File: src/rtl/emm_pkg.sv
package emm_pkg;

    typedef enum logic [2:0] {
        S_IDLE   = 3'd0,
        S_IO_WR  = 3'd1,
        S_IO_RD  = 3'd2,
        S_MEM_WR = 3'd3,
        S_MEM_RD = 3'd4
    } cyc_state_t;

endpackage

File: src/rtl/emm_decode.sv
module emm_decode #(
    parameter int ADDR_W    = 20,
    parameter int WIN_OFS_W = 14,
    parameter int N_WIN     = 4,
    parameter int IO_DEC_W  = 10,
    localparam int WIN_SEL_W = $clog2(N_WIN),
    localparam int FRAME_W   = WIN_OFS_W + WIN_SEL_W,
    localparam int FB_W      = ADDR_W - FRAME_W,
    localparam int PB_W      = IO_DEC_W - WIN_SEL_W
) (
    input  logic [ADDR_W-1:WIN_OFS_W] mem_addr_hi,
    input  logic [IO_DEC_W-1:0]       io_addr,
    input  logic [FB_W-1:0]           frame_base,
    input  logic [PB_W-1:0]           port_base,
    input  logic                      frame_en,
    output logic                      mem_hit,
    output logic                      io_hit,
    output logic [WIN_SEL_W-1:0]      win_sel,
    output logic [WIN_SEL_W-1:0]      reg_idx
);

    // Frame hit needs the frame to be armed by a first register write.
    always_comb begin
        mem_hit = frame_en && (mem_addr_hi[ADDR_W-1:FRAME_W] == frame_base);
        win_sel = mem_addr_hi[FRAME_W-1:WIN_OFS_W];
        io_hit  = (io_addr[IO_DEC_W-1:WIN_SEL_W] == port_base);
        reg_idx = io_addr[WIN_SEL_W-1:0];
    end

endmodule

File: src/rtl/emm_page_regs.sv
module emm_page_regs #(
    parameter int N_WIN  = 4,
    parameter int PAGE_W = 8,
    localparam int IDX_W = $clog2(N_WIN)
) (
    input  logic              clk,
    input  logic              rst_n,
    input  logic              wr_en,
    input  logic [IDX_W-1:0]  wr_idx,
    input  logic [PAGE_W-1:0] wr_data,
    input  logic [IDX_W-1:0]  win_idx,
    input  logic [IDX_W-1:0]  rb_idx,
    output logic [PAGE_W-1:0] win_page,
    output logic [PAGE_W-1:0] rb_page,
    output logic              frame_en
);

    logic [PAGE_W-1:0] page_q [N_WIN];

    for (genvar g = 0; g < N_WIN; g++) begin : g_page
        always_ff @(posedge clk or negedge rst_n) begin
            if (!rst_n) begin
                page_q[g] <= '0;
            end else if (wr_en && (wr_idx == IDX_W'(g))) begin
                page_q[g] <= wr_data;
            end
        end
    end

    always_ff @(posedge clk or negedge rst_n) begin
        if (!rst_n) begin
            frame_en <= 1'b0;
        end else if (wr_en) begin
            frame_en <= 1'b1;
        end
    end

    assign win_page = page_q[win_idx];
    assign rb_page  = page_q[rb_idx];

    // a register write is visible on the read-back path next cycle.
    p_write_lands_r2: assert property (@(posedge clk) disable iff (!rst_n)
        (wr_en && (rb_idx == wr_idx) && $stable(rb_idx)) |=> (rb_page == $past(wr_data)))
        else $error("write did not land");

    // the frame stays disarmed until a write has happened.
    p_arm_on_write_r1: assert property (@(posedge clk) disable iff (!rst_n)
        (!frame_en && !wr_en) |=> !frame_en)
        else $error("frame armed without write");

endmodule

File: src/rtl/emm_cycle_fsm.sv
module emm_cycle_fsm
    import emm_pkg::*;
#(
    parameter int DATA_W      = 8,
    parameter int PAGE_W      = 8,
    parameter int WIN_OFS_W   = 14,
    parameter int CHIP_ADDR_W = 19,
    localparam int PAGE_LO_W  = CHIP_ADDR_W - WIN_OFS_W,
    localparam int CHIP_SEL_W = PAGE_W - PAGE_LO_W,
    localparam int N_CHIPS    = 1 << CHIP_SEL_W
) (
    input  logic                   clk,
    input  logic                   rst_n,
    input  logic                   iow_n,
    input  logic                   ior_n,
    input  logic                   memw_n,
    input  logic                   memr_n,
    input  logic                   mem_hit,
    input  logic                   io_hit,
    input  logic [WIN_OFS_W-1:0]   win_ofs,
    input  logic [PAGE_W-1:0]      win_page,
    input  logic [PAGE_W-1:0]      rb_page,
    input  logic [DATA_W-1:0]      bus_din,
    input  logic [DATA_W-1:0]      sram_rdata,
    output logic                   reg_wr_en,
    output logic [DATA_W-1:0]      bus_dout,
    output logic                   bus_doe,
    output logic [DATA_W-1:0]      sram_wdata,
    output logic [CHIP_ADDR_W-1:0] sram_addr,
    output logic [N_CHIPS-1:0]     sram_cs_n,
    output logic                   sram_we_n,
    output logic                   sram_oe_n
);

    cyc_state_t state, state_nx;

    logic [WIN_OFS_W-1:0] ofs_q;
    logic [PAGE_W-1:0]    page_q;
    logic [PAGE_W-1:0]    rb_q;
    logic                 cs_active;
    logic                 start;

    // Next-state decision: strobes are exclusive, checked in priority order.
    always_comb begin
        state_nx = state;
        unique case (state)
            S_IDLE: begin
                if (!iow_n && io_hit)        state_nx = S_IO_WR;
                else if (!ior_n && io_hit)   state_nx = S_IO_RD;
                else if (!memw_n && mem_hit) state_nx = S_MEM_WR;
                else if (!memr_n && mem_hit) state_nx = S_MEM_RD;
            end
            S_IO_WR:  if (iow_n)  state_nx = S_IDLE;
            S_IO_RD:  if (ior_n)  state_nx = S_IDLE;
            S_MEM_WR: if (memw_n) state_nx = S_IDLE;
            S_MEM_RD: if (memr_n) state_nx = S_IDLE;
            default:  state_nx = S_IDLE;
        endcase
    end

    assign start     = (state == S_IDLE) && (state_nx != S_IDLE);
    assign reg_wr_en = (state == S_IDLE) && (state_nx == S_IO_WR);

    // State register.
    always_ff @(posedge clk or negedge rst_n) begin
        if (!rst_n) begin
            state <= S_IDLE;
        end else begin
            state <= state_nx;
        end
    end

    // Cycle context captured when a cycle begins.
    always_ff @(posedge clk or negedge rst_n) begin
        if (!rst_n) begin
            ofs_q  <= '0;
            page_q <= '0;
            rb_q   <= '0;
        end else if (start) begin
            ofs_q  <= win_ofs;
            page_q <= win_page;
            rb_q   <= rb_page;
        end
    end

    // Outputs from the current state.
    always_comb begin
        cs_active = 1'b0;
        sram_we_n = 1'b1;
        sram_oe_n = 1'b1;
        bus_doe   = 1'b0;
        bus_dout  = '0;
        unique case (state)
            S_IDLE, S_IO_WR: ;
            S_IO_RD: begin
                bus_doe  = 1'b1;
                bus_dout = rb_q;
            end
            S_MEM_WR: begin
                cs_active = 1'b1;
                sram_we_n = 1'b0;
            end
            S_MEM_RD: begin
                cs_active = 1'b1;
                sram_oe_n = 1'b0;
                bus_doe   = 1'b1;
                bus_dout  = sram_rdata;
            end
            default: ;
        endcase
    end

    assign sram_wdata = bus_din;
    assign sram_addr  = {page_q[PAGE_LO_W-1:0], ofs_q};

    for (genvar c = 0; c < N_CHIPS; c++) begin : g_cs
        assign sram_cs_n[c] = !(cs_active && (page_q[PAGE_W-1:PAGE_LO_W] == CHIP_SEL_W'(c)));
    end

    // at most one device is ever selected.
    p_cs_onehot_r5: assert property (@(posedge clk) disable iff (!rst_n)
        $onehot0(~sram_cs_n))
        else $error("several chip selects active");

    // write and output enable never overlap.
    p_we_oe_excl_r6: assert property (@(posedge clk) disable iff (!rst_n)
        !(!sram_we_n && !sram_oe_n))
        else $error("we and oe both active");

    // no device is selected while idle.
    p_idle_quiet_r8: assert property (@(posedge clk) disable iff (!rst_n)
        (state == S_IDLE) |-> (&sram_cs_n && sram_we_n && sram_oe_n))
        else $error("idle with SRAM active");

    // a released read strobe returns the machine to idle.
    p_release_r10: assert property (@(posedge clk) disable iff (!rst_n)
        ((state == S_MEM_RD) && memr_n) |=> (state == S_IDLE))
        else $error("read cycle did not end");

endmodule

File: src/rtl/emm_mapper.sv
module emm_mapper #(
    parameter int ADDR_W      = 20,
    parameter int DATA_W      = 8,
    parameter int PAGE_W      = 8,
    parameter int WIN_OFS_W   = 14,
    parameter int N_WIN       = 4,
    parameter int CHIP_ADDR_W = 19,
    parameter int IO_DEC_W    = 10,
    localparam int WIN_SEL_W  = $clog2(N_WIN),
    localparam int FRAME_W    = WIN_OFS_W + WIN_SEL_W,
    localparam int FB_W       = ADDR_W - FRAME_W,
    localparam int PB_W       = IO_DEC_W - WIN_SEL_W,
    localparam int PAGE_LO_W  = CHIP_ADDR_W - WIN_OFS_W,
    localparam int N_CHIPS    = 1 << (PAGE_W - PAGE_LO_W)
) (
    input  logic                   clk,
    input  logic                   rst_n,
    input  logic [ADDR_W-1:0]      bus_addr,
    input  logic [DATA_W-1:0]      bus_din,
    output logic [DATA_W-1:0]      bus_dout,
    output logic                   bus_doe,
    input  logic                   iow_n,
    input  logic                   ior_n,
    input  logic                   memw_n,
    input  logic                   memr_n,
    input  logic [FB_W-1:0]        frame_base,
    input  logic [PB_W-1:0]        port_base,
    input  logic [DATA_W-1:0]      sram_rdata,
    output logic [DATA_W-1:0]      sram_wdata,
    output logic [CHIP_ADDR_W-1:0] sram_addr,
    output logic [N_CHIPS-1:0]     sram_cs_n,
    output logic                   sram_we_n,
    output logic                   sram_oe_n
);

    logic                 frame_en;
    logic                 mem_hit;
    logic                 io_hit;
    logic [WIN_SEL_W-1:0] win_sel;
    logic [WIN_SEL_W-1:0] reg_idx;
    logic [PAGE_W-1:0]    win_page;
    logic [PAGE_W-1:0]    rb_page;
    logic                 reg_wr_en;

    emm_decode #(
        .ADDR_W    (ADDR_W),
        .WIN_OFS_W (WIN_OFS_W),
        .N_WIN     (N_WIN),
        .IO_DEC_W  (IO_DEC_W)
    ) u_decode (
        .mem_addr_hi (bus_addr[ADDR_W-1:WIN_OFS_W]),
        .io_addr     (bus_addr[IO_DEC_W-1:0]),
        .frame_base  (frame_base),
        .port_base   (port_base),
        .frame_en    (frame_en),
        .mem_hit     (mem_hit),
        .io_hit      (io_hit),
        .win_sel     (win_sel),
        .reg_idx     (reg_idx)
    );

    emm_page_regs #(
        .N_WIN  (N_WIN),
        .PAGE_W (PAGE_W)
    ) u_regs (
        .clk      (clk),
        .rst_n    (rst_n),
        .wr_en    (reg_wr_en),
        .wr_idx   (reg_idx),
        .wr_data  (bus_din[PAGE_W-1:0]),
        .win_idx  (win_sel),
        .rb_idx   (reg_idx),
        .win_page (win_page),
        .rb_page  (rb_page),
        .frame_en (frame_en)
    );

    emm_cycle_fsm #(
        .DATA_W      (DATA_W),
        .PAGE_W      (PAGE_W),
        .WIN_OFS_W   (WIN_OFS_W),
        .CHIP_ADDR_W (CHIP_ADDR_W)
    ) u_fsm (
        .clk        (clk),
        .rst_n      (rst_n),
        .iow_n      (iow_n),
        .ior_n      (ior_n),
        .memw_n     (memw_n),
        .memr_n     (memr_n),
        .mem_hit    (mem_hit),
        .io_hit     (io_hit),
        .win_ofs    (bus_addr[WIN_OFS_W-1:0]),
        .win_page   (win_page),
        .rb_page    (rb_page),
        .bus_din    (bus_din),
        .sram_rdata (sram_rdata),
        .reg_wr_en  (reg_wr_en),
        .bus_dout   (bus_dout),
        .bus_doe    (bus_doe),
        .sram_wdata (sram_wdata),
        .sram_addr  (sram_addr),
        .sram_cs_n  (sram_cs_n),
        .sram_we_n  (sram_we_n),
        .sram_oe_n  (sram_oe_n)
    );

    // a disarmed frame never selects a device.
    p_frame_off_r1: assert property (@(posedge clk) disable iff (!rst_n)
        !frame_en |-> (&sram_cs_n))
        else $error("device selected while frame disarmed");

    // the host buffer is only driven after a read strobe was seen low.
    p_doe_cause_r7: assert property (@(posedge clk) disable iff (!rst_n)
        bus_doe |-> ($past(!ior_n) || $past(!memr_n)))
        else $error("buffer enabled without read strobe");

endmodule

File: config.mk
export PLATFORM = sky130hd
export DESIGN_NAME = emm_mapper
export DESIGN_NICKNAME = d
export VERILOG_FILES = /design/src/rtl/emm_pkg.sv /design/src/rtl/emm_decode.sv /design/src/rtl/emm_page_regs.sv /design/src/rtl/emm_cycle_fsm.sv /design/src/rtl/emm_mapper.sv
export SDC_FILE = /design/constraint.sdc
export NUM_CORES = 1
export LEC_CHECK = 0
export ABC_AREA = 1
export BUFFER_PORTS_ARGS = -buffer_cell sky130_fd_sc_hd__buf_2
export CORE_MARGIN = 2
export CORE_UTILIZATION = 38
export DETAILED_ROUTE_END_ITERATION = 10
export REMOVE_ABC_BUFFERS = 1
export SLEW_MARGIN = 10
export SYNTH_ARGS = -nofsm -noshare
export SYNTH_HDL_FRONTEND = slang
export SYNTH_SLANG_ARGS = --single-unit
File: constraint.sdc
create_clock -name clk -period 2.3 [get_ports clk]
set_input_delay 0.23 -clock clk [delete_from_list [all_inputs] [get_ports clk]]
set_output_delay 0.23 -clock clk [all_outputs]
set_load 0.02 [all_outputs]
==> out/metrics.yaml <==
outcome:
  status: "finished, final reports clean"
timing:
  fin_setup_tns_ns: 0
  setup_viol: 0
  fin_crit_sh: 0.9087
  final_max_slew_viol_count: 0
  rsz0062_at_grt: "no"
  worst_pin_slew_ns: 0.5458
  slew_headroom: 0.6361
  post-route-min-period_ns: 2.090
  clock_skew_ns: 0.005817
  hold_slack_ns: 0.1247
  hold_viol_final: 0
  clock.fmax_mhz: 478.5
  layout_setup_ws_ns: 0.2099
finish:
  nFillCells: 997
  syn_to_final_growth_pct: 19.83
  final_cells: 755
  nets: 672
  layout-drive-gt1-share: 0.2395
  fin_util: 0.4711
  n_antenna_cell: 0
  finalInstanceArea_um2: 4604
setup_path:
  slowest_stage: "dfrtp_1"
  worstPathRequired_ns: 2.07
  reg2regPathDepth: 11
  worstSetupStartpointType: "flop"
  critPathKind: "reg -> out"
  critPathArrivalTime_ns: 1.86
  cp_cell_sequence: "nor2_1 -> inv_2 -> nor2_2 -> buf_4 -> inv_1 -> nand2_2 -> nand4_1 -> buf_2"
  cpPeakStageDelay_ns: 0.43
  endpoint_kind: "output port"
  path_max_fanout: 8
placement:
  hpwl_mm: 7.563
  gp_congestion: 0.7848
  dp.cells: 739
  dp_slack_ns: 0.2269
  port_buffers: 99
  place_area_um2: 4397
power_and_ir_drop:
  netSwitchingFraction: 0.4566
  p_comb_frac: 0.470
  pwr-share-seq: 0.359
  clockPowerShare: 0.170
  power_density_nw_per_um2: 1206
  power_mw: 5.553
  switching_power_mw: 2.535
  p_leak_nw: 2.529
  ir_drop_uv: 479.9
  internal_power_mw: 3.018
grt:
  grt_busiest_layer: "met2"
  met1_usage: 0.2799
  met3_usage: 0.03369
  grt-ovfl-total: 0
  grt_util_all_layers: 0.2023
  grt_pass1_vias: 3597
  grt_pass1_wl_mm: 17.85
  grtUsageMet2: 0.3245
  antenna_found_initial: 0
  grt_max_degree: 35
synth:
  synth_cell_types: 27
  synth_area_um2: 3842
  yosysWarningCount: 0
  post_synth.cell_area_avg_um2: 7.305
  ys_seq_elements: 66
  synth_cells: 526
  yosysSeqAreaShare: 0.4298
worst_hold_path:
  hold_class: "in -> reg"
  hold_depth: 3
cts:
  cts_sinks: 66
  clkTransAtPathRegs_ns: 0.07
  htreeDepth: 3
  cts-root-buf: "clkbuf_8"
  numCtsBuffers: 9
  clock_latency_ns: 0.33
  clockBufferDepth: 2
  tritoncts: "yes"
route:
  drcViolationCount: 0
  wl_per_cell_um: 14.15
  postRouteAntennaNets: 0
  wirelength_mm: 10.68
  via_per_inst: 5.007
  drt_iter0_drc: 262
  vias: 3780
  drt-pass1-iter-count: 5
floorplanning:
  coreArea_um2: 9774
  num_rows: 36
  die_area_um2: 10930
  die_width_um: 104.6
  initial_core_util: 0.3931
  io_pins: 100
  die_h_um: 104.6
job:
  cap_violations: 0
[power by group through the flow]
stage / sequential (mW) / combinational, mW / clock, mW
2_1_floorplan: 2.11 / 1.48 / 0
3_3_place_gp: 1.99 / 2.54 / 0
3_5_place_dp: 2.00 / 2.60 / 0
4_1_cts: 1.99 / 2.61 / 0.970
5_1_grt: 2.05 / 2.94 / 1.02
6_report: 2.00 / 2.61 / 0.946
[logic make-up (layout without fill, tap and decap cells)]
group / after synthesis / after routing / share of synthesized area
flops: 66 / 66 / 0.4298
buf+inv: 82 / 178 / 0.1084
compound gates: 46 / 46 / 0.06936
xor+xnor: 6 / 6 / 0.01368
simple gates: 326 / 326 / 0.3787
[area by class of cell]
cell class	instances	area, um2	share of cell area
clock buffers	12	145.1	0.03152
clock inverters	3	40.04	0.008696
inverters	47	176.4	0.03832
multi-input cells	378	1787	0.3880
flip-flops and latches	66	1652	0.3587
well taps	133	166.4	0.03614
repair buffers	116	638.1	0.1386
[cell usage after synthesis, drive strengths merged]
library cell,number,area share
inv,45,0.044
o22ai,8,0.013
nor3,1,0.0013
nor2,38,0.046
clkbuf,9,0.0088
clkinv,2,0.0020
o21ai,26,0.035
dfrtp,66,0.43
xnor2,3,0.0068
buf,26,0.054
nand2,198,0.20
a21o,1,0.0020
nand3,47,0.066
a21oi,3,0.0039
xor2,3,0.0068
nand4,42,0.068
a22oi,8,0.016
[per-layer routing]
| layer | part of all wire | wire length, um |
|---|---|---|
| met3 | 0.053 | 571 |
| met5 | 0 | 0 |
| met1 | 0.49 | 5214 |
| met4 | 0.0079 | 84 |
| met2 | 0.45 | 4812 |
[cells in the final DEF, fill, tap and decap left out, types with 10 or more instances in the layout]
cell type  Yosys  routed
nand2_1      195     194
buf_2          0      99
dfrtp_1       66      66
nand4_1       42      42
nand3_1       43      42
inv_1         40      40
nor2_1        32      32
o21ai_0       24      24
buf_4         23      15
clkbuf_8       0      10
[timing repair]
action / 4_1_cts / 5_1_grt
setup endpoints to repair: 0 / 13
setup buffers: 0 / 0
hold endpoints to repair: 20 / 0
resized for setup: 0 / 3
hold buffers: 1 / 0
[critical path: cells and delay by family (launching register included)]
kind	cells	cell delay (ns)
and+or+nand+nor	4	0.58
buffers and inverters	4	0.51
DFF	1	0.43
[final timing paths]
check	startpoint	slack [ns]	to
worst max register to register	u_regs.frame_en$_DFFE_PN0P_	0.41	u_regs.page_q[8]$_DFFE_PN0P_
worst min-delay path	bus_addr[12]	0.12	u_fsm.ofs_q[12]$_DFFE_PN0P_
max in group asynchronous	rst_n	1.25	u_regs.page_q[27]$_DFFE_PN0P_
worst min register to register	u_fsm.rb_q[2]$_DFFE_PN0P_	0.47	u_fsm.rb_q[2]$_DFFE_PN0P_
min in group asynchronous	rst_n	0.41	u_regs.page_q[13]$_DFFE_PN0P_
worst max-delay path	u_fsm.state[1]$_DFF_PN0_	0.21	sram_cs_n[1]
[flip-flops by register name (all words and copies together) (netlist names)]
name,cells
u_fsm.ofs_q,14
u_fsm.page_q,8
u_fsm.rb_q,8
u_fsm.state,3
u_regs.frame_en,1
u_regs.page_q,32
No activity file was read; power rests on OpenSTA's default activity.
